===== src/rtl/vig_pkg.sv =====
package vig_pkg;
   typedef enum logic [2:0] {
      OP_VINT  = 3'd0,
      OP_VFP   = 3'd1,
      OP_SFP   = 3'd2,
      OP_QUAD4 = 3'd3,
      OP_PERM  = 3'd4,
      OP_STDAT = 3'd5,
      OP_SHORT = 3'd6,
      OP_RSVD  = 3'd7
   } vop_e;

   localparam logic PIPE_A = 1'b0;
   localparam logic PIPE_B = 1'b1;
endpackage


===== src/rtl/vig_steer.sv =====
module vig_steer
   import vig_pkg::*;
(
   input  logic vld,
   input  vop_e op,
   input  logic a_free,
   input  logic b_free,
   input  logic b_fp_ok,
   input  logic short_ok,
   output logic gnt,
   output logic pipe
);
   logic can;
   logic sel;

   always_comb begin
      can = 1'b0;
      sel = PIPE_A;
      case (op)
         OP_VINT:  can = a_free;
         OP_QUAD4: can = a_free;
         OP_SHORT: can = a_free & short_ok;
         OP_PERM, OP_STDAT: begin
            can = b_free;
            sel = PIPE_B;
         end
         OP_VFP, OP_SFP: begin
            if (a_free) begin
               can = 1'b1;
            end else if (b_free && b_fp_ok) begin
               can = 1'b1;
               sel = PIPE_B;
            end
         end
         default: can = 1'b0;
      endcase
   end

   assign gnt  = vld & can;
   assign pipe = gnt & sel;
endmodule


===== src/rtl/vig_wb_hist.sv =====
module vig_wb_hist #(
   parameter int DIST = 5
) (
   input  logic clk,
   input  logic rst_n,
   input  logic push,
   output logic hit
);
   generate
      if (DIST == 1) begin : g_single
         logic flag;
         always_ff @(posedge clk) begin
            if (!rst_n) flag <= 1'b0;
            else        flag <= push;
         end
         assign hit = flag;
      end else begin : g_shift
         logic [DIST-1:0] sr;
         always_ff @(posedge clk) begin
            if (!rst_n) sr <= '0;
            else        sr <= {sr[DIST-2:0], push};
         end
         assign hit = sr[DIST-1];
      end
   endgenerate
endmodule


===== src/rtl/vec_issue_guard.sv =====
module vec_issue_guard
   import vig_pkg::*;
#(
   parameter int DIST = 5
) (
   input  logic       clk,
   input  logic       rst_n,
   input  logic       s0_vld,
   input  logic [2:0] s0_op,
   input  logic       s1_vld,
   input  logic [2:0] s1_op,
   output logic       s0_gnt,
   output logic       s0_pipe,
   output logic       s1_gnt,
   output logic       s1_pipe
);
   generate
      if (DIST < 1 || DIST > 64) begin : g_bad_dist
         $error("vec_issue_guard: DIST must lie in 1..64");
      end
   endgenerate

   vop_e op0;
   vop_e op1;
   logic wb_hit;
   logic wb_push;
   logic s0_on_a;
   logic s0_on_b;
   logic s0_quad_a;

   assign op0 = vop_e'(s0_op);
   assign op1 = vop_e'(s1_op);

   vig_wb_hist #(.DIST(DIST)) u_hist (
      .clk  (clk),
      .rst_n(rst_n),
      .push (wb_push),
      .hit  (wb_hit)
   );

   vig_steer u_old (
      .vld     (s0_vld),
      .op      (op0),
      .a_free  (1'b1),
      .b_free  (1'b1),
      .b_fp_ok (1'b1),
      .short_ok(~wb_hit),
      .gnt     (s0_gnt),
      .pipe    (s0_pipe)
   );

   assign s0_on_a   = s0_gnt & (s0_pipe == PIPE_A);
   assign s0_on_b   = s0_gnt & (s0_pipe == PIPE_B);
   assign s0_quad_a = s0_on_a & (op0 == OP_QUAD4);

   vig_steer u_young (
      .vld     (s1_vld & s0_gnt),
      .op      (op1),
      .a_free  (~s0_on_a),
      .b_free  (~s0_on_b),
      .b_fp_ok (~s0_quad_a),
      .short_ok(~wb_hit),
      .gnt     (s1_gnt),
      .pipe    (s1_pipe)
   );

   assign wb_push = (s0_on_a & (op0 == OP_VFP))
                  | (s1_gnt & (s1_pipe == PIPE_A) & (op1 == OP_VFP));
endmodule


===== config.mk =====
export PLATFORM = sky130hd
export DESIGN_NAME = vec_issue_guard
export DESIGN_NICKNAME = d
export VERILOG_FILES = /design/src/rtl/vig_pkg.sv /design/src/rtl/vig_steer.sv /design/src/rtl/vig_wb_hist.sv /design/src/rtl/vec_issue_guard.sv
export SDC_FILE = /design/constraint.sdc
export NUM_CORES = 1
export LEC_CHECK = 0
export BUFFER_PORTS_ARGS = -buffer_cell sky130_fd_sc_hd__buf_4
export CAP_MARGIN = 25
export CORE_AREA = 3 3 40 42
export CTS_CLUSTER_DIAMETER = 100
export DETAILED_ROUTE_END_ITERATION = 10
export DIE_AREA = 0 0 43 45
export PLACE_DENSITY = 0.43
export RECOVER_POWER = 25
export SLEW_MARGIN = 20
export SYNTH_ARGS = -nofsm -noshare
export SYNTH_HDL_FRONTEND = slang
export SYNTH_SLANG_ARGS = --single-unit

===== constraint.sdc =====
create_clock -name clk -period 0.95 [get_ports clk]
set_input_delay 0 -clock clk [delete_from_list [all_inputs] [get_ports clk]]
set_output_delay 0 -clock clk [all_outputs]
set_load 0.02 [all_outputs]

==> flow_summary.yaml <==
clock_network:
  path_clk_slew_ns: 0.05
  numCtsBuffers: 3
  clockBufferDepth: 2
  clk-insertion-delay-late_ns: 0.24
  htreeDepth: 1
  clkSinkCount: 5
  cts_tree: "built"
  cts_root_buf: "clkbuf_4"
final_layout:
  n_fill_cell: 145
  final_cells: 67
  layout-drive-gt1-share: 0.4808
  reg_top3: "u_hist.g_shift.sr (5)"
  area_growth_pct: 76.02
  fin_area_um2: 486.7
  layout.nets: 63
  final_util: 0.3788
  largest_reg_flops: 5
  antennaDiodeCount: 0
  regMostFlops: "u_hist.g_shift.sr"
  layout_commonest_cell: "buf_4"
  most-common-layout-cells: "buf_4 (13), and2_1 (4), dfxtp_1 (4), inv_1 (3), clkbuf_4 (3)"
logic_synthesis:
  synthCells: 30
  yosysWarnings: 0
  synth.distinct_cells: 19
  synth_nets: 40
  yosys.area.top_type: "dfxtp_1"
  ys_seq_area_frac: 0.3620
  yosys-top-cells-area: "dfxtp_1 (36%), and2_1 (11%), nor3b_1 (5.4%)"
  netlist_area_um2: 276.5
  synth_seq_cells: 5
  synth_top_area_frac: 0.3620
  syn_area_per_cell_um2: 9.217
critical_path:
  critical_path_class: "reg -> out"
  cp-end-kind: "output port"
  cp_max_fo: 3
  worst_ep_arrival_time_ns: 1.30
  worstPathRequired_ns: 0.95
  path_cells: "o211ai_1 > nand3_1 > a311oi_2 > buf_4"
  slowest_delay_ns: 0.32
  cp-start-kind: "flip-flop"
  cp_slowest_cell: "dfxtp_2"
sta:
  maxSlewHeadroom: 0.8170
  tightest_slew_ns: 0.2729
  hold_violations: 0
  rsz0062_at_grt: "true"
  max_freq_ghz: 0.7704
  setup_slack_ns: -0.3480
  finalSetupViolations: 3
  period_minus_slack_ns: 1.298
  slew_viol_final: 0
  fin_setup_tns_ns: -0.9769
  post-route-period-util: 1.366
  fin_hold_ws_ns: 0.07349
  skew_ns: 0.005102
die:
  die_w_um: 43
  die_h_um: 45
  core_area_um2: 1285
  die_area_um2: 1935
  io-pin-count: 14
  initial_utilization: 0.2152
  rows: 13
route:
  routed_via_density: 4.791
  drt_pass1_iterations: 4
  drc_errors: 0
  routed_wl_um: 889
  ant_nets: 0
  vias: 321
  wl_per_cell_um: 13.27
  drtIter0Drc: 5
power_and_ir_drop:
  power.total_mw: 0.6029
  p_sw_mw: 0.1532
  power.leakage_nw: 0.2156
  vdd_drop_max_mv: 0.5911
  combinationalPowerShare: 0.239
  power.clock.fraction: 0.408
  seq_power_share: 0.353
  swShare: 0.2540
  p_int_mw: 0.4498
  powerDensity_nw_per_um2: 1239
placement:
  dp_hpwl_um: 610.6
  place_inst: 59
  dp_worst_setup_slack_ns: -0.1774
  port_buffers: 13
  place_area_um2: 406.6
  gp_congestion: 0.6888
grt:
  grt_max_degree: 7
  grt_pass1_vias: 338
  antenna_found_initial: 0
  grtUsageTotal: 0.1056
  grt_pass1_wl_mm: 1.449
  grt-ovfl-total: 0
run_status:
  violations: "negative setup slack"
  status: "finished with violations"
min_path:
  worstHoldPathType: "in -> reg"
flow_run:
  maxCapViolations: 0
[power by group through the flow]
| stage | Sequential [mW] | Combinational (mW) | Clock [mW] |
|---|---|---|---|
| 2_1_floorplan | 0.216 | 0.0559 | 0 |
| 3_3_place_gp | 0.216 | 0.121 | 0 |
| 3_5_place_dp | 0.217 | 0.122 | 0 |
| 4_1_cts | 0.213 | 0.137 | 0.265 |
| 5_1_grt | 0.213 | 0.156 | 0.280 |
| 6_report | 0.213 | 0.144 | 0.246 |
[layout make-up]
class | instances | area (um2) | area share
clock buffers | 4 | 26.28 | 0.05398
inverters | 3 | 11.26 | 0.02314
multi-input cells | 22 | 185.2 | 0.3805
flip-flops and latches | 5 | 101.3 | 0.2082
well taps | 15 | 18.77 | 0.03856
repair buffers | 18 | 143.9 | 0.2956
[cell usage after synthesis (all sizes together)]
cell,count
xnor2,1
dfxtp,5
a311o,1
a22oi,1
nand3b,1
o2111ai,1
o21a,1
o22ai,1
o211ai,1
a311oi,1
nand2,1
and4b,1
nor3b,2
nand3,1
a211oi,1
nor4bb,1
inv,3
and2b,1
and2,5
[worst max-delay path, delay by kind of cell, from the launching register on]
family	cells	cell delay (ns)
simple gates	1	0.15
compound gates	2	0.40
buf+inv	1	0.18
flops	1	0.32
[final timing paths]
kind,startpoint,to,slack [ns],depth (start not counted)
hold reg to reg,u_hist.g_shift.sr[0],u_hist.g_shift.sr[1],0.43,1
hold / removal,s0_vld,u_hist.g_shift.sr[0],0.07,2
setup reg to reg,u_hist.g_shift.sr[1],u_hist.g_shift.sr[2],0.40,1
setup / recovery,u_hist.g_shift.sr[4],s1_gnt,-0.35,4
[per-layer routing]
layer  track usage  part of all wire  vias to the layer above
met5             0                 0                        -
met4       0.09036                 0                        0
met3       0.03984             0.078                        0
met2        0.1617              0.52                       15
met1        0.1151              0.40                      148
li1              -                 -                      158
[what timing repair did]
item / in CTS / in global routing
setup buffers: 2 / 0
hold buffers: 2 / 0
hold endpoints to repair: 5 / 0
endpoints found under the setup margin: 3 / 3
gates cloned: 0 / 0
resized for setup: 2 / 4
pin swaps: 3 / 3
[cells by family after synthesis]
family,count (synthesis),share of synthesized area
compound gates,8,0.2308
xor+xnor,1,0.03168
buf+inv,3,0.04072
flops,5,0.3620
simple gates,13,0.3348
No activity file was read; power rests on OpenSTA's default activity.
